==> src/rtl/clksel_pkg.sv <==
package clksel_pkg;
   localparam int NUM_SRC  = 17;
   localparam int SEL_W    = 5;
   localparam int SEL_LSB  = 24;
   localparam int DIV_LSB  = 2;
   localparam int GATE_BIT = 0;
   localparam int RC_SRC   = 1;
   localparam logic [NUM_SRC-1:0] RSVD_MASK = 17'h00C20;

   function automatic logic code_in(input logic [NUM_SRC-1:0] mask, input int code);
      logic [31:0] ext;
      ext = 32'(mask);
      return (code >= 0) && (code < 32) && ext[code];
   endfunction
endpackage

==> src/rtl/clksel_src_check.sv <==
module clksel_src_check
   import clksel_pkg::*;
#(
   parameter logic [NUM_SRC-1:0] ALLOWED_MASK = 17'h1F35F
) (
   input  logic [SEL_W-1:0] req_sel,
   output logic             req_ok
);
   logic [NUM_SRC-1:0] hit;

   for (genvar i = 0; i < NUM_SRC; i++) begin : g_code
      if (ALLOWED_MASK[i]) begin : g_allowed
         assign hit[i] = (req_sel == SEL_W'(i));
      end else begin : g_barred
         assign hit[i] = 1'b0;
      end
   end

   assign req_ok = |hit;
endmodule

==> src/rtl/clksel_ctrl_reg.sv <==
module clksel_ctrl_reg
   import clksel_pkg::*;
#(
   parameter int DIV_W     = 4,
   parameter int DIV_RW    = 4,
   parameter bit LOCKED    = 1'b0,
   parameter int RESET_SRC = RC_SRC
) (
   input  logic              clk,
   input  logic              rst_n,
   input  logic              wr_en,
   input  logic [SEL_W-1:0]  wr_sel,
   input  logic              wr_gate,
   input  logic [DIV_RW-1:0] wr_div,
   input  logic              sel_ok,
   output logic [SEL_W-1:0]  sel_q,
   output logic              gate_q,
   output logic [DIV_RW-1:0] div_q,
   output logic              err_q
);
   logic unused_in;
   assign unused_in = ^{wr_sel, wr_gate, wr_div, sel_ok};

   if (LOCKED) begin : g_fixed
      assign sel_q  = SEL_W'(RESET_SRC);
      assign gate_q = 1'b0;
      assign err_q  = 1'b0;
   end else begin : g_live
      always_ff @(posedge clk or negedge rst_n) begin
         if (!rst_n) begin
            sel_q  <= SEL_W'(RESET_SRC);
            gate_q <= 1'b0;
            err_q  <= 1'b0;
         end else if (wr_en) begin
            gate_q <= wr_gate;
            if (sel_ok) sel_q <= wr_sel;
            else        err_q <= 1'b1;
         end
      end
   end

   if (DIV_W > 0) begin : g_div
      always_ff @(posedge clk or negedge rst_n) begin
         if (!rst_n)     div_q <= '0;
         else if (wr_en) div_q <= wr_div;
      end
   end else begin : g_nodiv
      assign div_q = '0;
   end
endmodule

==> src/rtl/clksel_status.sv <==
module clksel_status
   import clksel_pkg::*;
#(
   parameter logic [NUM_SRC-1:0] ALLOWED_MASK = 17'h1F35F
) (
   input  logic [SEL_W-1:0]   sel,
   input  logic               gate,
   input  logic [NUM_SRC-1:0] src_enable,
   input  logic [NUM_SRC-1:0] src_valid,
   output logic               clk_on
);
   logic [NUM_SRC-1:0] live;
   logic unused_src;
   assign unused_src = ^{src_enable, src_valid};

   for (genvar i = 0; i < NUM_SRC; i++) begin : g_par
      if (ALLOWED_MASK[i]) begin : g_cand
         assign live[i] = (sel == SEL_W'(i)) & src_enable[i] & src_valid[i];
      end else begin : g_none
         assign live[i] = 1'b0;
      end
   end

   assign clk_on = (|live) & ~gate;
endmodule

==> src/rtl/clksel_slice.sv <==
module clksel_slice
   import clksel_pkg::*;
#(
   parameter int                 DIV_W        = 4,
   parameter logic [NUM_SRC-1:0] ALLOWED_MASK = 17'h1F35F,
   parameter bit                 LOCKED       = 1'b0,
   parameter int                 RESET_SRC    = RC_SRC
) (
   input  logic               clk,
   input  logic               rst_n,
   input  logic               wr_en,
   input  logic [31:0]        wr_data,
   input  logic [NUM_SRC-1:0] src_enable,
   input  logic [NUM_SRC-1:0] src_valid,
   output logic [31:0]        rd_data,
   output logic [DIV_W:0]     div_ratio,
   output logic               clk_on,
   output logic               sel_err
);
   localparam int DIV_RW = (DIV_W == 0) ? 1 : DIV_W;

   if (DIV_W < 0 || DIV_LSB + DIV_W > SEL_LSB) begin : g_bad_div
      $error("clksel_slice: divide field overlaps the selector");
   end
   if ((ALLOWED_MASK & RSVD_MASK) != '0) begin : g_bad_rsvd
      $error("clksel_slice: allowed mask names a reserved code");
   end
   if (!code_in(ALLOWED_MASK, RESET_SRC)) begin : g_bad_rst
      $error("clksel_slice: reset source not in allowed mask");
   end
   if (LOCKED && ALLOWED_MASK != (NUM_SRC'(1) << RESET_SRC)) begin : g_bad_lock
      $error("clksel_slice: fixed mode must allow only the reset source");
   end

   logic [SEL_W-1:0]  sel_q;
   logic              gate_q;
   logic [DIV_RW-1:0] div_q;
   logic              sel_ok;
   logic unused_wr;
   assign unused_wr = ^wr_data;

   clksel_src_check #(.ALLOWED_MASK(ALLOWED_MASK)) u_check (
      .req_sel (wr_data[SEL_LSB +: SEL_W]),
      .req_ok  (sel_ok)
   );

   clksel_ctrl_reg #(
      .DIV_W(DIV_W), .DIV_RW(DIV_RW), .LOCKED(LOCKED), .RESET_SRC(RESET_SRC)
   ) u_reg (
      .clk     (clk),
      .rst_n   (rst_n),
      .wr_en   (wr_en),
      .wr_sel  (wr_data[SEL_LSB +: SEL_W]),
      .wr_gate (wr_data[GATE_BIT]),
      .wr_div  (wr_data[DIV_LSB +: DIV_RW]),
      .sel_ok  (sel_ok),
      .sel_q   (sel_q),
      .gate_q  (gate_q),
      .div_q   (div_q),
      .err_q   (sel_err)
   );

   clksel_status #(.ALLOWED_MASK(ALLOWED_MASK)) u_status (
      .sel        (sel_q),
      .gate       (gate_q),
      .src_enable (src_enable),
      .src_valid  (src_valid),
      .clk_on     (clk_on)
   );

   always_comb begin
      rd_data                      = '0;
      rd_data[SEL_LSB +: SEL_W]    = sel_q;
      rd_data[GATE_BIT]            = gate_q;
      if (DIV_W > 0)
         rd_data[DIV_LSB +: DIV_RW] = div_q;
   end

   if (DIV_W > 0) begin : g_ratio
      assign div_ratio = (DIV_W + 1)'(div_q) + (DIV_W + 1)'(1);
   end else begin : g_unity
      assign div_ratio = 1'b1;
   end
endmodule

==> config.mk <==
export PLATFORM = sky130hd
export DESIGN_NAME = clksel_slice
export DESIGN_NICKNAME = d
export VERILOG_FILES = /design/src/rtl/clksel_pkg.sv /design/src/rtl/clksel_src_check.sv /design/src/rtl/clksel_ctrl_reg.sv /design/src/rtl/clksel_status.sv /design/src/rtl/clksel_slice.sv
export SDC_FILE = /design/constraint.sdc
export NUM_CORES = 1
export LEC_CHECK = 0
export ABC_AREA = 1
export CAP_MARGIN = 25
export CORE_AREA = 5 5 44 46
export DETAILED_ROUTE_END_ITERATION = 7
export DIE_AREA = 0 0 49 51
export DONT_BUFFER_PORTS = 1
export GPL_ROUTABILITY_DRIVEN = 0
export PLACE_DENSITY = 0.86
export SLEW_MARGIN = 5
export SYNTH_ARGS = -nofsm -noshare
export SYNTH_HDL_FRONTEND = slang
export SYNTH_SLANG_ARGS = --single-unit
==> constraint.sdc <==
create_clock -name clk -period 2.93 [get_ports clk]
set_clock_uncertainty 0.1 [all_clocks]
set_input_delay 0.586 -clock clk [delete_from_list [all_inputs] [get_ports clk]]
set_output_delay 0.586 -clock clk [all_outputs]
set_load 0.1 [all_outputs]
==> run_results.csv, run 1 <==
group,metric,value,unit
status,status,"finished, final reports clean",
grt,grt_overflow,0,
drt,dr.pass1.iters,4,
sta,finalCritPeriodShare,78.94,%
clock_network,cts_tree,"done",
floorplan,die_x,49,µm
worst_setup_path,crit_cells,9,
drt,drtIter0Drc,9,
final_layout,utilization,68.62,%
worst_setup_path,crit_path_start,"u_reg.sel_q[0]$_DFFE_PN1P_",
sta,slew_headroom,40.46,%
power_and_ir_drop,p_leak,0.5532,nW
final_layout,nNetsFinal,222,
drt,wl_met2,1.019,mm
drt,wl_met1,734,µm
worst_setup_path,path_max_fanout,6,
logic_synthesis,synth_cells,133,
sta,finalHoldViolations,0,
logic_synthesis,syn_area,898.4,µm²
floorplan,coreArea,1471,µm²
logic_synthesis,yosysSeqAreaShare,30.78,%
drt,vias,819,
final_layout,area_growth,12.40,%
worst_setup_path,cp_slowest_cell,"dfstp_2",
logic_synthesis,ys_types,23,
sta,setup_viol,0,
grt,antenna_found_initial,0,
drt,wirelength,2.054,mm
min_path,min_path_type,"in2async",
floorplan,num_io_pins,108,
flow_run,maxCapViolCount,0,
placement,dpl_cell_area,973.4,µm²
sta,fmax,432.3,MHz
clock_network,cts_setup_buffers,0,
drt,drc,0,
power_and_ir_drop,p_per_area,784.7,nW/µm²
worst_setup_path,crit_family,"simple AND/OR/NAND/NOR gates",
worst_setup_path,regToRegSetupSlack,1.55,ns
grt,first_global_vias,798,
worst_setup_path,cp_slowest_stage_delay,0.58,ns
worst_setup_path,worstRegToRegCells,4,
placement,portBuffers,0,
sta,fin_hold_ws,0.05905,ns
worst_setup_path,critical_path_buf_inv_count,1,
worst_setup_path,r2r-end,"u_reg.div_q[0]$_DFFE_PN0P_",
clock_network,worstSkewPairLatency,0.26,ns
drt,met3_length,249,µm
clock_network,postCtsHoldBufs,1,
drt,ant_nets,0,
final_layout,diodes,0,
worst_setup_path,endpoint,"clk_on",
sta,rsz0062_at_grt,"false",
sta,tns,0,ns
floorplan,initial_utilization,61.05,%
grt,grt_use_total,16.39,%
grt,grt_max_degree,13,
final_layout,drive_above_1_share,21.85,%
floorplan,dieArea,2499,µm²
clock_network,cts.sinks,11,
logic_synthesis,avgSynthCellArea,6.755,µm²
placement,dp_slack,0.8841,ns
clock_network,h-tree-depth,1,
sta,slew_violations,0,
sta,fin_crit,2.313,ns
sta,worst_slack,0.6169,ns
worst_setup_path,critPathRequiredTime,2.24,ns
worst_setup_path,path_cells,"nand2_1 > nor2_1 > nor2_1 > nand2_1 > nand2_1 > nand2_1 > nor2_1 > nor2_2 > buf_12",
worst_setup_path,r2r-start,"u_reg.div_q[0]$_DFFE_PN0P_",
sta,worst_pin_slew,0.8931,ns
floorplan,num_rows,14,
floorplan,die_h,51,µm
worst_setup_path,start_kind,"register",
drt,wl_per_cell,12.30,µm
drt,top_layer,"met4",
logic_synthesis,ys_warn_count,0,
grt,grt_pass1_wl,3.312,mm
clock_network,clockBufferDepth,2,
clock_network,clockRootBuffer,"clkbuf_4",
worst_setup_path,cpMostUsedCell,"nand2_1",
final_layout,fin_area,1010,µm²
worst_setup_path,worstSetupPathType,"reg2out",
logic_synthesis,synth_seq_cells,11,
clock_network,cts_resized,0,
power_and_ir_drop,irDropWorstVdd,0.4778,mV
drt,vias_per_cell,4.904,
clock_network,clk_pin_slew,0.06,ns
worst_setup_path,worstPathArrival,1.63,ns
worst_setup_path,critPathCaptureType,"primary output",
placement,dp_hpwl,1.811,mm
clock_network,cts-buffers-inserted,3,
## cells in the final DEF, fill, tap and decap left out, types with 4 or more instances in the layout
cell type / Yosys / layout
conb_1: 1 / 22
inv_1: 6 / 6
dfrtp_1: 10 / 10
buf_4: 23 / 15
nand2_1: 42 / 42
nor2_2: 2 / 4
nor3_1: 4 / 4
nand3_1: 6 / 6
nor2_1: 16 / 14
## synthesized netlist by cell type (all sizes together)
cell	n	area, µm²
nor3	4	20.02
xor2	2	17.52
o21ai	5	25.02
nand4	3	18.77
nand3	7	40.04
nand2	43	163.9
o21bai	1	7.510
dfstp	1	26.28
a21oi	3	18.77
conb	1	3.750
dfrtp	10	250.2
inv	9	33.78
buf	23	172.7
ha	1	12.51
nor2	19	83.83
clkbuf	1	3.750
## where the power goes
part	internal (mW)	switching (mW)
clock	0.0527	0.0473
combinational	0.0784	0.419
sequential	0.173	0.0223
## flip-flops by register name, indices dropped and copies added (netlist names)
name,cells
u_reg.gate_q,1
u_reg.div_q,4
u_reg.sel_q,5
u_reg.err_q,1
## stage by stage
step                      total power [mW]  std cells
after floorplan                     0.6446        154
after global placement              0.6848        162
after detailed placement            0.6925        162
after CTS                           0.7971        167
after global routing                0.8297        167
final                               0.7923        167
## kinds of logic after synthesis
logic type | synth area share (%)
adder cells (fa/ha/maj) | 1.393
AO/OA/AOI/OAI | 5.710
other | 0.4174
XOR/XNOR | 1.950
AND/OR/NAND/NOR | 36.35
flip-flops | 30.78
buffers and inverters | 23.40
## metal layers
layer	track usage [%]	vias to the layer above
met2	30.00	56
met5	0	-
li1	-	412
met4	8.520	0
met1	17.33	344
met3	4.070	7
## worst min path at each step
stage                                             to
after floorplan           u_reg.div_q[0]$_DFFE_PN0P_
after global placement    u_reg.div_q[1]$_DFFE_PN0P_
after detailed placement     u_reg.err_q$_DFFE_PN0P_
after CTS                 u_reg.sel_q[0]$_DFFE_PN1P_
after global routing      u_reg.sel_q[0]$_DFFE_PN1P_
final                     u_reg.sel_q[0]$_DFFE_PN1P_
## final cells by class
cell class	count	area [µm²]
Inverter	9	33.78
Clock buffer	4	26.28
Sequential cell	11	276.5
Multi-Input combinational cell	110	510.5
Tap cell	16	20.02
Timing Repair Buffer	17	142.6
Fill cell	138	461.7
No activity file was read; power rests on OpenSTA's default activity.
==> run 2, diff against run 1 <==
Settings changed: CORE_AREA 5 5 44 46 to 5 5 43 49, DIE_AREA 0 0 49 51 to 0 0 48 54, PLACE_DENSITY 0.86 to 0.83.
Clock period 2.93 ns to 2.32 ns, I/O delays scaled along.
==> run_results.csv, run 2 (synthesis gave the netlist of run 1 again) <==
group,metric,value,unit
status,status,"finished, final reports clean",
sta,worst_slack,0.1277,ns
final_layout,nNetsFinal,223,
floorplan,dieArea,2592,µm²
clock_network,cts-buffers-inserted,3,
power_and_ir_drop,p_total,1.032,mW
final_layout,final-seq-area,285.3,µm²
clock_network,cts_tree,"done",
final_layout,utilization,67.07,%
clock_network,worstSkewPairLatency,0.26,ns
worst_setup_path,worstPathArrival,1.63,ns
worst_setup_path,cpMostUsedCell,"nand2_1",
drt,wl_per_cell,12.17,µm
final_layout,regMostFlops,"u_reg.sel_q",
clock_network,clk_pin_slew,0.06,ns
floorplan,num_io_pins,108,
final_layout,multiInputGateArea,545.5,µm²
worst_setup_path,cp_slowest_stage_delay,0.58,ns
grt,antenna_found_initial,0,
final_layout,fillers,141,
clock_network,h-tree-depth,1,
sta,fin_crit,2.192,ns
drt,drc,0,
final_layout,final_cell_mix,"nand2_1 (42), conb_1 (22), nor2_1 (13), buf_4 (13), dfrtp_2 (7)",
drt,ant_nets,0,
worst_setup_path,worstSetupPathType,"reg2out",
grt,grt_overflow,0,
worst_setup_path,start_kind,"register",
sta,fmax,456.1,MHz
grt,first_global_vias,775,
worst_setup_path,cp_slowest_cell,"dfstp_2",
clock_network,clockRootBuffer,"clkbuf_4",
flow_run,maxCapViolCount,0,
sta,finalHoldViolations,0,
drt,wirelength,2.069,mm
worst_setup_path,r2r-start,"u_reg.div_q[0]$_DFFE_PN0P_",
placement,portBuffers,0,
final_layout,diodes,0,
final_layout,area_growth,22.56,%
sta,tns,0,ns
sta,slew_violations,0,
floorplan,die_x,48,µm
placement,dp_hpwl,1.857,mm
grt,grt_use_total,16.25,%
floorplan,coreArea,1642,µm²
clock_network,clockBufferDepth,2,
drt,vias_per_cell,4.782,
sta,finalCritPeriodShare,94.50,%
final_layout,largest_reg_flops,5,
min_path,timing.hold.worst.start,"wr_en",
sta,setup_viol,0,
final_layout,layout_commonest_cell,"nand2_1",
power_and_ir_drop,p_per_area,936.9,nW/µm²
final_layout,reg.largest.list,"u_reg.sel_q: 5 flops, u_reg.div_q: 4 flops",
drt,dr.pass1.iters,4,
worst_setup_path,path_cells,"inv_2 > nand2_1 > nor2_1 > nor2_2 > nand2_1 > nand2_1 > nand2_1 > nor2_2 > nor2_4 > buf_12",
power_and_ir_drop,irDropWorstVdd,0.6402,mV
drt,vias,813,
sta,fin_hold_ws,0.2058,ns
worst_setup_path,critPathCaptureType,"primary output",
grt,grt_max_degree,13,
worst_setup_path,path_max_fanout,6,
placement,dp_slack,0.3671,ns
worst_setup_path,critPathRequiredTime,1.76,ns
power_and_ir_drop,p_leak,0.5654,nW
min_path,min_path_type,"in2reg",
floorplan,initial_utilization,54.73,%
drt,drtIter0Drc,9,
clock_network,cts.sinks,11,
grt,grt_pass1_wl,3.077,mm
final_layout,drive_above_1_share,27.63,%
sta,rsz0062_at_grt,"false",
floorplan,die_h,54,µm
floorplan,num_rows,16,
worst_setup_path,crit_path_start,"u_reg.sel_q[0]$_DFFE_PN1P_",
-- run 2: cell count changes in the layout (fill, tap and decap cells not counted) --
cell     change
nor2_2       -1
dfrtp_2      +7
buf_4        -2
buf_12       +3
nor2_1       -1
nor2_4       +2
xor2_2       -2
dfrtp_1      -7
xor2_4       +2
-- run 2: final timing paths --
kind | endpoint | slack [ns] | depth (start not counted)
max | clk_on | 0.13 | 10
min | u_reg.div_q[3]$_DFFE_PN0P_ | 0.21 | 1
max reg2reg | u_reg.div_q[0]$_DFFE_PN0P_ | 0.95 | 4
min reg2reg | u_reg.div_q[2]$_DFFE_PN0P_ | 0.42 | 2
max in group asynchronous | u_reg.sel_q[2]$_DFFE_PN0P_ | 1.27 | 1
min in group asynchronous | u_reg.err_q$_DFFE_PN0P_ | 0.50 | 1
-- run 2: report_power, final --
part	internal (mW)	switching (mW)	total (mW)	leakage (nW)
clock network	0.0664	0.0576	0.124	0.0150
registers	0.221	0.0306	0.252	0.122
logic	0.118	0.537	0.656	0.429
total	0.406	0.625	1.03	0.565
-- run 2: what timing repair did --
| item | 4_1_cts | 5_1_grt |
|---|---|---|
| buffers inserted | 0 | 0 |
| hold endpoints to repair | 11 | 0 |
| setup endpoints to repair | 0 | 1 |
| resized for setup | 0 | 1 |
| hold buffers | 1 | 0 |
-- run 2: metal layers --
layer	GRT usage, %	wire length, µm	vias to the layer above	share of wire, %
met3	3.679	252	4	12
met1	19.34	657	352	32
met2	27.31	1142	48	55
met5	0	0	-	0
met4	6.726	17	0	0.82
li1	-	-	409	-
-- run 2: layout make-up --
class	instances	area share, %
Timing Repair Buffer	18	17.05
Inverter	9	3.068
Sequential cell	11	25.91
Tap cell	18	2.045
Clock buffer	4	2.386
Multi-Input combinational cell	110	49.55
-- run 2: through the flow --
| step | cell area, µm² | instances |
|---|---|---|
| after floorplan | 1039 | 154 |
| after global placement | 1062 | 165 |
| after detailed placement | 1062 | 165 |
| after CTS | 1099 | 170 |
| after global routing | 1101 | 170 |
| final | 1101 | 170 |
-- run 2: critical path, delay by kind of cell (launching register included) --
kind / cells / cell delay (ns)
buf+inv: 2 / 0.21
simple gates: 8 / 0.58
flops: 1 / 0.58
==> run 3, diff against run 2 <==
--- a/constraint.sdc
+++ b/constraint.sdc
@@ -4,2 +4,2 @@
 set_output_delay 0.464 -clock clk [all_outputs]
-set_load 0.1 [all_outputs]
+set_load 0.01 [all_outputs]
==> run_results.csv, run 3 (synthesis gave the netlist of run 1 again) <==
group,metric,value,unit
worst_setup_path,worstPathArrival,1.54,ns
power_and_ir_drop,p_clk_share,23.1,%
floorplan,die_x,48,µm
worst_setup_path,critPathCaptureType,"primary output",
worst_setup_path,start_kind,"register",
sta,fin_hold_ws,0.2097,ns
power_and_ir_drop,switchingPower,203.1,µW
worst_setup_path,path_cells,"nand2_1 > nor2_1 > nor2_2 > nand2_1 > nand2_1 > nand2_1 > nor2_1 > nor2_1",
final_layout,diodes,0,
drt,drtIter0Drc,15,
power_and_ir_drop,switching_share,38.14,%
final_layout,regMostFlops,"u_reg.sel_q",
sta,finalCritPeriodShare,90.49,%
final_layout,final_cell_mix,"nand2_1 (42), conb_1 (22), nor2_1 (16), dfrtp_1 (10)",
drt,wirelength,1.872,mm
drt,ant_nets,0,
floorplan,initial_utilization,54.73,%
drt,drc,0,
worst_setup_path,critPathRequiredTime,1.76,ns
final_layout,layout_commonest_cell,"nand2_1",
sta,tns,0,ns
final_layout,reg.largest.list,"u_reg.sel_q: 5 flops, u_reg.div_q: 4 flops",
grt,grt_overflow,0,
min_path,min_path_type,"in2reg",
floorplan,num_rows,16,
final_layout,finalNonFillerCells,153,
floorplan,num_io_pins,108,
power_and_ir_drop,comb_power_share,26.3,%
clock_network,clockRootBuffer,"clkbuf_4",
flow_run,maxCapViolCount,0,
floorplan,dieArea,2592,µm²
placement,portBuffers,0,
sta,fin_crit,2.099,ns
worst_setup_path,cp_slowest_stage_delay,0.63,ns
clock_network,clk_pin_slew,0.07,ns
placement,post-place-cells,148,
final_layout,fin_area,859.6,µm²
status,status,"finished, final reports clean",
placement,dpl_cell_area,823.3,µm²
worst_setup_path,cpMostUsedCell,"nand2_1",
clock_network,cts.sinks,11,
grt,grt_use_total,14.72,%
power_and_ir_drop,p_total,532.5,µW
clock_network,worstSkewPairLatency,0.25,ns
placement,dp_hpwl,1.675,mm
power_and_ir_drop,p_leak,0.4684,nW
grt,grt_max_degree,13,
clock_network,cts-buffers-inserted,3,
sta,fmax,476.4,MHz
power_and_ir_drop,p_int,329.4,µW
power_and_ir_drop,sequentialPowerShare,50.6,%
worst_setup_path,worstSetupPathType,"reg2out",
grt,first_global_vias,688,
power_and_ir_drop,irDropWorstVdd,0.5059,mV
sta,slew_violations,0,
floorplan,die_h,54,µm
floorplan,coreArea,1642,µm²
clock_network,h-tree-depth,1,
final_layout,area_growth,-4.318,%
final_layout,nNetsFinal,206,
grt,grt_pass1_wl,2.773,mm
clock_network,cts_tree,"done",
sta,setup_viol,0,
power_and_ir_drop,p_per_area,619.5,nW/µm²
worst_setup_path,path_max_fanout,7,
clock_network,cts_resized,0,
clock_network,clockBufferDepth,2,
grt,antenna_found_initial,0,
drt,vias,750,
worst_setup_path,cp_slowest_cell,"dfstp_2",
final_layout,drive_above_1_share,9.630,%
drt,vias_per_cell,4.902,
final_layout,largest_reg_flops,5,
sta,rsz0062_at_grt,"false",
drt,dr.pass1.iters,4,
drt,wl_per_cell,12.24,µm
sta,finalHoldViolations,0,
==> run 3: cell types whose count changed in the layout (fill, tap and decap cells not counted) <==
cell / previous run / this run
nor2_2: 3 / 2
xor2_1: 0 / 2
buf_12: 4 / 0
nor2_4: 3 / 1
dfrtp_1: 3 / 10
nor2_1: 13 / 16
xor2_4: 2 / 0
buf_4: 13 / 0
dfrtp_2: 7 / 0
==> run 3: metrics by stage <==
stage | utilization (%) | setup WS [ns]
detailed placement | 50.15 | 0.4740
floorplan | - | 0.6080
global route | 52.36 | 0.04487
global placement | 50.15 | 0.5007
finish | 52.36 | 0.2207
CTS | 52.36 | 0.1889
==> run 3: layer usage <==
layer / wire length [µm] / GRT usage, % / vias to the layer above
li1: - / - / 376
met1: 641 / 17.73 / 322
met2: 953 / 24.67 / 48
met3: 252 / 4.682 / 4
met4: 25 / 4.036 / 0
met5: 0 / 0 / -
==> run 3: worst max-delay path, delay by kind of cell, from the launching register on <==
family / cells / cell delay (ns)
AND/OR/NAND/NOR: 8 / 0.65
flip-flops: 1 / 0.63
==> run 3: layout make-up <==
cell class | instances | area [µm²]
Clock buffer | 4 | 26.28
Fill cell | 169 | 782.0
Inverter | 9 | 33.78
Multi-Input combinational cell | 110 | 490.5
Sequential cell | 11 | 276.5
Tap cell | 18 | 22.52
Timing Repair Buffer | 1 | 10.01
==> run 3: timing repair <==
item,CTS,global route
buffers inserted,0,0
endpoints found under the hold margin,11,0
hold buffers,1,0
==> run 3: power by group through the flow <==
stage	clock, mW	combinational, mW	sequential, mW
after floorplan	0	0.149	0.261
after CTS	0.124	0.141	0.271
after global placement	0	0.129	0.273
final	0.123	0.140	0.269
after detailed placement	0	0.136	0.274
after global routing	0.139	0.164	0.275
==> run 3: final timing paths <==
check | start | endpoint | slack, ns | depth (start not counted)
worst min register to register | u_reg.sel_q[0]$_DFFE_PN1P_ | u_reg.sel_q[0]$_DFFE_PN1P_ | 0.46 | 2
worst min-delay path | wr_en | u_reg.div_q[3]$_DFFE_PN0P_ | 0.21 | 1
min in group asynchronous | rst_n | u_reg.gate_q$_DFFE_PN0P_ | 0.50 | 1
max in group asynchronous | rst_n | u_reg.sel_q[0]$_DFFE_PN1P_ | 1.27 | 1
worst max register to register | u_reg.sel_q[0]$_DFFE_PN1P_ | u_reg.sel_q[0]$_DFFE_PN1P_ | 1.40 | 2
worst max-delay path | u_reg.sel_q[0]$_DFFE_PN1P_ | clk_on | 0.22 | 8
